[config.mk]
export PLATFORM = sky130hd
export DESIGN_NAME = vend_ctrl
export DESIGN_NICKNAME = d
export VERILOG_FILES = /design/src/rtl/vend_pkg.sv /design/src/rtl/vend_price.sv /design/src/rtl/vend_credit.sv /design/src/rtl/vend_fsm.sv /design/src/rtl/vend_ctrl.sv
export SDC_FILE = /design/constraint.sdc
export NUM_CORES = 1
export LEC_CHECK = 0
export ABC_CLOCK_PERIOD_IN_PS = 4200
export CORE_AREA = 2 2 88 90
export DETAILED_ROUTE_END_ITERATION = 8
export DIE_AREA = 0 0 90 92
export DONT_BUFFER_PORTS = 1
export PLACE_DENSITY_LB_ADDON = 0.2
export SLEW_MARGIN = 20
export SYNTH_ARGS = -nofsm -noshare
export SYNTH_HDL_FRONTEND = slang
export SYNTH_HIERARCHICAL = 1
export SYNTH_SLANG_ARGS = --single-unit
[constraint.sdc]
create_clock -name clk -period 4.2 [get_ports clk]
set_clock_uncertainty 0.05 [all_clocks]
set_input_delay 0.42 -clock clk [delete_from_list [all_inputs] [get_ports clk]]
set_output_delay 0.42 -clock clk [all_outputs]
set_load 0.05 [all_outputs]
[src/rtl/vend_pkg.sv]
package vend_pkg;
    typedef enum logic [2:0] {
        ST_START,
        ST_SELECT,
        ST_CHECK,
        ST_PAY,
        ST_DISPENSE,
        ST_CHANGE,
        ST_FEEDBACK
    } vend_state_e;
endpackage

[src/rtl/vend_price.sv]
module vend_price #(
    parameter int N_PROD = 4,
    parameter int CW = 8,
    parameter logic [N_PROD*CW-1:0] PRICES = '0,
    localparam int SW = $clog2(N_PROD)
) (
    input  logic [SW-1:0] sel,
    output logic [CW-1:0] price
);
    logic [CW-1:0] table_q [N_PROD];

    for (genvar i = 0; i < N_PROD; i++) begin : g_entry
        assign table_q[i] = PRICES[i*CW +: CW];
    end

    assign price = table_q[sel];
endmodule

[src/rtl/vend_credit.sv]
module vend_credit #(
    parameter int CW = 8
) (
    input  logic          clk,
    input  logic          rst,
    input  logic          clr,
    input  logic          add_en,
    input  logic [CW-1:0] add_val,
    output logic [CW-1:0] credit
);
    always_ff @(posedge clk) begin
        if (rst || clr)
            credit <= '0;
        else if (add_en)
            credit <= credit + add_val;
    end
endmodule

[src/rtl/vend_fsm.sv]
module vend_fsm
    import vend_pkg::*;
#(
    parameter int N_PROD = 4,
    parameter int CW = 8,
    localparam int SW = $clog2(N_PROD)
) (
    input  logic              clk,
    input  logic              rst,
    input  logic              start_req,
    input  logic [SW-1:0]     sel_code,
    input  logic [N_PROD-1:0] expired_flags,
    input  logic              cancel_req,
    input  logic [CW-1:0]     pay_val,
    input  logic [CW-1:0]     credit,
    input  logic [CW-1:0]     price,
    output logic [SW-1:0]     sel_q,
    output logic              acc_en,
    output logic              acc_clr,
    output logic              dispense_stb,
    output logic              change_stb,
    output logic [CW-1:0]     change_amt,
    output logic              refund_stb,
    output logic [CW-1:0]     refund_amt,
    output logic              done_pulse
);
    vend_state_e state, state_nx;
    logic [CW:0] sum;

    assign sum = {1'b0, credit} + {1'b0, pay_val};

    always_ff @(posedge clk) begin
        if (rst) begin
            state <= ST_START;
            sel_q <= '0;
        end else begin
            state <= state_nx;
            if (state == ST_SELECT)
                sel_q <= sel_code;
        end
    end

    always_comb begin
        state_nx     = state;
        acc_en       = 1'b0;
        acc_clr      = 1'b0;
        dispense_stb = 1'b0;
        change_stb   = 1'b0;
        change_amt   = '0;
        refund_stb   = 1'b0;
        refund_amt   = '0;
        done_pulse   = 1'b0;
        unique case (state)
            ST_START: begin
                if (start_req)
                    state_nx = ST_SELECT;
            end
            ST_SELECT: state_nx = ST_CHECK;
            ST_CHECK: begin
                if (expired_flags[sel_q]) begin
                    refund_stb = 1'b1;
                    state_nx   = ST_FEEDBACK;
                end else begin
                    state_nx = ST_PAY;
                end
            end
            ST_PAY: begin
                if (cancel_req) begin
                    refund_stb = 1'b1;
                    refund_amt = sum[CW-1:0];
                    state_nx   = ST_FEEDBACK;
                end else begin
                    acc_en = 1'b1;
                    if (sum >= {1'b0, price})
                        state_nx = ST_DISPENSE;
                end
            end
            ST_DISPENSE: begin
                dispense_stb = 1'b1;
                state_nx     = ST_CHANGE;
            end
            ST_CHANGE: begin
                if (credit > price) begin
                    change_stb = 1'b1;
                    change_amt = credit - price;
                end
                state_nx = ST_FEEDBACK;
            end
            ST_FEEDBACK: begin
                done_pulse = 1'b1;
                acc_clr    = 1'b1;
                state_nx   = ST_START;
            end
            default: state_nx = ST_START;
        endcase
        if (state != ST_PAY && pay_val != '0) begin
            refund_stb = 1'b1;
            refund_amt = refund_amt + pay_val;
        end
    end
endmodule

[src/rtl/vend_ctrl.sv]
module vend_ctrl #(
    parameter int N_PROD = 4,
    parameter int CW = 8,
    parameter logic [CW-1:0] VAL_SMALL = 8'd1,
    parameter logic [CW-1:0] VAL_LARGE = 8'd2,
    parameter logic [CW-1:0] VAL_NOTE  = 8'd10,
    parameter logic [N_PROD*CW-1:0] PRICES = {8'd25, 8'd12, 8'd5, 8'd3},
    localparam int SW = $clog2(N_PROD)
) (
    input  logic              clk,
    input  logic              rst,
    input  logic              start_req,
    input  logic [SW-1:0]     sel_code,
    input  logic [N_PROD-1:0] expired_flags,
    input  logic              coin_small,
    input  logic              coin_large,
    input  logic              note_in,
    input  logic              cancel_req,
    output logic              dispense_stb,
    output logic [SW-1:0]     dispense_idx,
    output logic              change_stb,
    output logic [CW-1:0]     change_amt,
    output logic              refund_stb,
    output logic [CW-1:0]     refund_amt,
    output logic              done_pulse
);
    logic [CW-1:0] pay_val, credit, price;
    logic [SW-1:0] sel_q;
    logic          acc_en, acc_clr;

    assign pay_val = (coin_small ? VAL_SMALL : '0)
                   + (coin_large ? VAL_LARGE : '0)
                   + (note_in    ? VAL_NOTE  : '0);

    vend_price #(.N_PROD(N_PROD), .CW(CW), .PRICES(PRICES)) u_price (
        .sel   (sel_q),
        .price (price)
    );

    vend_credit #(.CW(CW)) u_credit (
        .clk     (clk),
        .rst     (rst),
        .clr     (acc_clr),
        .add_en  (acc_en),
        .add_val (pay_val),
        .credit  (credit)
    );

    vend_fsm #(.N_PROD(N_PROD), .CW(CW)) u_fsm (
        .clk           (clk),
        .rst           (rst),
        .start_req     (start_req),
        .sel_code      (sel_code),
        .expired_flags (expired_flags),
        .cancel_req    (cancel_req),
        .pay_val       (pay_val),
        .credit        (credit),
        .price         (price),
        .sel_q         (sel_q),
        .acc_en        (acc_en),
        .acc_clr       (acc_clr),
        .dispense_stb  (dispense_stb),
        .change_stb    (change_stb),
        .change_amt    (change_amt),
        .refund_stb    (refund_stb),
        .refund_amt    (refund_amt),
        .done_pulse    (done_pulse)
    );

    assign dispense_idx = sel_q;
endmodule

; ---- Word-level counts from Yosys, hierarchy flattened
; Cells that the tools add are included.
[op_classes]
n_addsub = 6
order_cmp = 4
eq_ne = 9
muxes = 28
bitwise_logic = 1
n_reduce_logical = 5
[ops]
columns = operator, count
row1 = 8-bit two-way mux, 7
row2 = 3-bit one-hot mux with 6 select lines, 1
row3 = 8-bit by 5-bit adder with 8-bit output, 2
row4 = 8-bit binary-select mux with 2-bit select, 1
row5 = 3-bit two-way mux, 4
row6 = 1-bit two-way mux, 11
row7 = 8-bit by 5-bit adder with 9-bit output, 1
row8 = 3-bit equality test (second input constant), 3
row9 = 9-bit by 8-bit >= comparator with 1-bit output, 1
row10 = 8-bit > comparator, 1
row11 = 8-bit nonzero test, 1
row12 = 8-bit subtractor, 1
row13 = 3-bit by 2-bit equality test with 1-bit output (second input constant), 2
row14 = 3-bit by 2-bit inequality test with 1-bit output (second input constant), 2
row15 = 3-bit by 4-bit adder with 5-bit output, 1
row16 = 4-bit two-way mux, 1
row17 = 1-bit by 2-bit adder with 3-bit output, 1
row18 = 3-bit by 1-bit equality test with 1-bit output (second input constant), 1
row19 = 3-bit >= comparator (second input constant), 1
row20 = 3-bit zero test, 1
row21 = 2-bit by 3-bit less-than comparator with 1-bit output (second input constant), 1
row22 = 2-bit inverter with 3-bit output, 1
row23 = 1-bit binary-select mux with 2-bit select, 1
row24 = 2-bit two-way mux, 1
row25 = 5 further kinds, 5
[word_totals]
reg_bits = 13
inputBits = 13
elab_cells = 56

; ---- Logic depth before layout (Yosys ltp)
[depth]
depth_word = 8
ltp_mapped = 13
ltp_nobuf = 13

; ---- Cells and area by module
; Netlist, hierarchy kept.
[modules_own_cells]
columns = mod, n_inst, cells_each, area_each_um2, seq_area_each_um2
row1 = vend_fsm, 1, 207, 1649.1, 100.1
row2 = vend_credit, 1, 69, 590.6, 160.2
row3 = vend_price, 1, 11, 82.6, 0.0
row4 = vend_ctrl, 1, 2, 16.3, 0.0

; ---- Worst setup path before layout
; No wires, ideal clock.
[synth_timing]
kind = reg2out
start = reg u_fsm.sel_q[0]
end = out change_amt[5]
t_arrival_ns = 3.247
t_required_ns = 3.730
path_slack_ns = 0.483
path_stages_with_launch = 10
n_path_buf = 0
cell_sequence = dfxtp_1 > inv_1 > ha_1 > inv_1 > ha_1 > o21a_1 > o31a_1 > o21a_1 > o21a_1 > nor3_1
[synth_via]
elab_chain_cells = 7
word_cells_on_any_way = 8
[synth_rtl]
columns = item, line
row1 = start: declaration, vend_fsm.sv:17  ; output logic [SW-1:0] sel_q,
row2 = start signal: assignment, vend_fsm.sv:39  ; sel_q <= sel_code;
row3 = 2-bit inverter with 3-bit output (implied by the code) (*), vend_price.sv:16  ; assign price = table_q[sel];
row4 = 8-bit binary-select mux with 2-bit select (*), vend_price.sv:16
row5 = 8-bit two-way mux (implied by the code) (*) (2 in a row), vend_price.sv:16
row6 = via price[2], vend_ctrl.sv:27  ; logic [CW-1:0] pay_val, credit, price;
row7 = 8-bit subtractor / 8-bit > comparator (equally long branches), "vend_fsm.sv:85, vend_fsm.sv:83"
row8 = 8-bit two-way mux (*), vend_fsm.sv:83  ; if (credit > price) begin
row9 = 8-bit two-way mux (*), vend_fsm.sv:53  ; unique case (state)
row10 = end: declaration, vend_ctrl.sv:22  ; output logic [CW-1:0] change_amt,
; The timed path passes the listed nets; every way through them passes the cells marked *. The select of a mux whose other input is x is not followed.

; ---- Worst setup path in the final report
[layout_timing]
start = in coin_large
end = out refund_amt[7]
[layout_via]
elab_chain_cells = 8
word_cells_on_any_way = 10
[layout_rtl]
columns = item, line
row1 = start: declaration, vend_ctrl.sv:16  ; input logic coin_large,
row2 = 2-bit two-way mux (*), vend_ctrl.sv:32  ; + (coin_large ? VAL_LARGE : '0)
row3 = 1-bit by 2-bit adder with 3-bit output (*), vend_ctrl.sv:32
row4 = 3-bit by 4-bit adder with 5-bit output (*), vend_ctrl.sv:33  ; + (note_in ? VAL_NOTE : '0);
row5 = 8-bit by 5-bit adder with 9-bit output, vend_fsm.sv:30  ; assign sum = {1'b0, credit} + {1'b0, pay_val};
row6 = 8-bit two-way mux, vend_fsm.sv:68  ; if (cancel_req) begin
row7 = 8-bit two-way mux, vend_fsm.sv:53
row8 = 8-bit by 5-bit adder with 8-bit output, vend_fsm.sv:98  ; refund_amt = refund_amt + pay_val;
row9 = 8-bit two-way mux (*), vend_fsm.sv:96  ; if (state != ST_PAY && pay_val != '0) begin
row10 = end: declaration, vend_ctrl.sv:24  ; output logic [CW-1:0] refund_amt,
; Every way passes the cells marked *; elsewhere a longest branch is shown, timed or not.

==> run_results.csv <==
group,metric,value,unit
cells_and_area,fin_cells,412,
floorplanning,core_region_area,7450,µm²
clock_network,htreeDepth,1,
run_status,status,"completed",
clock_network,cts_root_buf,"clkbuf_8",
cells_and_area,fin_nets,370,
setup_path,crit_path_max_fanout,7,
synth,synthTopCellsByArea,"ha_1, dfxtp_1, xnor2_1",
placement,dpl.hpwl,4610,µm
clock_network,cts_hold_buf,0,
route,firstDrtPassIters,4,
synth,synth_fa_ha_area_frac,0.259,
setup_path,slowest_stage,"a22o_1",
timing,tightest_slew,0.901,ns
grt,grt_max_degree,15,
timing,fin_hold_ws,0.187,ns
timing,maxSlewViolCount,0,
synth,yosysTopAreaCell,"ha_1",
clock_network,clock-sinks,13,
grt,grt_util_met3,0.0164,
placement,place.gp.congestion,0.797,
route,wirelength,5450,µm
clock_network,cts_tree,"built",
setup_path,cpMostUsedCell,"ha_1",
synth,synth-seq-area-share,0.111,
synth,synth_ff_type,"dfxtp_1",
floorplanning,initial_core_util,0.314,
timing,hold_viol,0,
setup_path,crit_chain,"ha_1, ha_1, a21o_1, a31o_1, a21oi_1, xnor2_1, and2_1, ha_1, o21ai_0, o21bai_1, o41ai_4, xnor2_1, a22o_1",
placement,dp.cells,408,
power,ir_drop,0.197,mV
synth,netlist_instances,289,
synth,synth_edf_count,0,
floorplanning,rows,32,
cells_and_area,layout_commonest_cell,"ha_1",
setup_path,critPathCaptureType,"primary output",
cells_and_area,post-route-util,0.347,
cells_and_area,drive_gt1_frac,0.0935,
timing,slew_headroom,0.397,
floorplanning,die_y,92,µm
clock_network,cts_buffers,3,
power,power_density,186,nW/µm²
placement,port_buffers,0,
setup_path,crit_arrival,3.36,ns
floorplanning,die_w,90,µm
cells_and_area,areaGrowthSynthToFinish,10.4,%
clock_network,cts_resized,0,
route,drtAntennaViolNets,0,
setup_path,critical-path-max-stage-delay,0.48,ns
placement,place_area,2540,µm²
synth,synthMuxAreaShare,0.0353,
setup_path,start_kind,"input port",
floorplanning,die_area,8280,µm²
synth,synth_area,2340,µm²
clock_network,clk_pin_slew,0.06,ns
flow_run,max-cap-violations,0,
grt,grt_first_pass_wirelength,9260,µm
synth,synthDominantCellAreaShare,0.225,
clock_network,clk_latency,0.24,ns
route,viasPerCell,4.93,
synth,syn_area_per_cell,8.09,µm²
grt,use_met1,0.180,
power,leakage,1.22,nW
route,drt_iter0_markers,45,
floorplanning,ios,35,
synth,synth-simple-area-share,0.207,
synth,yosysUniqueCellTypes,59,
grt,grt_usage,0.134,
route,wl_per_cell,13.2,µm
clock_network,clock_path_buffers,2,
grt,antenna_found_initial,0,
hold_path,hold_class,"input port to register",
synth,synth_compound_area_frac,0.262,
synth,synthArstFlopShare,0,
cells_and_area,finish.instance_area,2580,µm²
timing,fin_crit,3.83,ns
route,num_vias,2030,
grt,top_usage_layer,"met2",
cells_and_area,layout_common_cells,"ha_1, inv_1, nor2_1, conb_1, o21ai_0",
clock_network,cts_setup_buffers,0,
synth,synth_top_family_by_area,"compound AO/OA/AOI/OAI gates",
grt,grt.met2_usage,0.235,
setup_path,worstPathRequired,3.73,ns
timing,tns,0,ns
synth,synth-xor-area-share,0.0562,
timing,rsz0062_at_grt,"no",
grt,first_global_vias,2050,
route,drc,0,
synth,ys_ff_latch,13,
synth,ys_warn_count,6,
cells_and_area,diodes,0,
setup_path,path_class,"input port to primary output",
grt,overflow,0,
timing,fmax,0.261,GHz
timing,setup_viol,0,
timing,period_share,0.912,
logic make-up after synthesis:
logic type      after synthesis
flops                        13
xor+xnor                     15
fa+ha+maj                    46
compound gates               85
mux                           7
other cells                   2
buf+inv                      34
simple gates                 87
cells in the mapped netlist (3+ instances only):
cell / count
o21ai_1: 5
and3_1: 6
dfxtp_1: 13
a21o_1: 9
o21a_1: 8
nor3b_1: 4
or3_1: 3
ha_1: 42
xor2_1: 4
a211oi_1: 5
xnor2_1: 11
inv_1: 25
a21oi_1: 13
nor2b_1: 5
a22o_1: 3
nor2_1: 25
buf_4: 5
o21bai_1: 3
o21ai_0: 16
o22ai_1: 4
and2_1: 3
a211oi_2: 3
nand2b_1: 5
fa_1: 4
mux2i_1: 6
nand2_1: 12
nor3_1: 5
report_power, final:
part           total [W]  leakage (nW)  switching, W  internal, W
logic           0.000227          1.09      0.000145    0.0000821
registers       0.000140         0.105    0.00000966     0.000131
clock network   0.000114        0.0228     0.0000472    0.0000671
critical path, delay by kind of cell:
kind	cells	cell delay (ns)
AOI/OAI and AO/OA	7	1.53
adders and majority gates	3	0.90
xor gates and xnor gates	2	0.35
and+or+nand+nor	1	0.16
state kept, by name, indices dropped and copies added, names as in the netlist:
signal / count
u_fsm/sel_q: 2
u_fsm/state: 3
u_credit/credit: 8
final timing paths:
kind	startpoint	to	slack [ns]	depth (start not counted)
max reg2reg	u_credit/credit[0]	u_fsm/state[2]	1.14	12
max	coin_large	refund_amt[7]	0.37	13
min	rst	u_fsm/sel_q[0]	0.19	1
min reg2reg	u_credit/credit[7]	u_credit/credit[7]	0.48	2
metal layers:
| metal | share of wire | routed length [µm] |
|---|---|---|
| met5 | 0 | 0 |
| met4 | 0.0062 | 34 |
| met3 | 0.029 | 158 |
| met2 | 0.46 | 2540 |
| met1 | 0.50 | 2730 |
layout make-up:
cell class	count	area [µm²]
sequential	13	260
fill	826	4860
timing repair buffer	8	60.1
inverter	25	93.8
multi-input combinational	260	2000
tap	102	128
clock buffer	4	45.0
per-stage QoR:
stage	power, W	setup slack, ns
global route	0.000516	0.141
CTS	0.000488	0.351
global placement	0.000368	0.412
finish	0.000481	0.370
detailed placement	0.000369	0.368
floorplan	0.000333	0.483
Note: power is estimated with default switching activity, not from simulation.
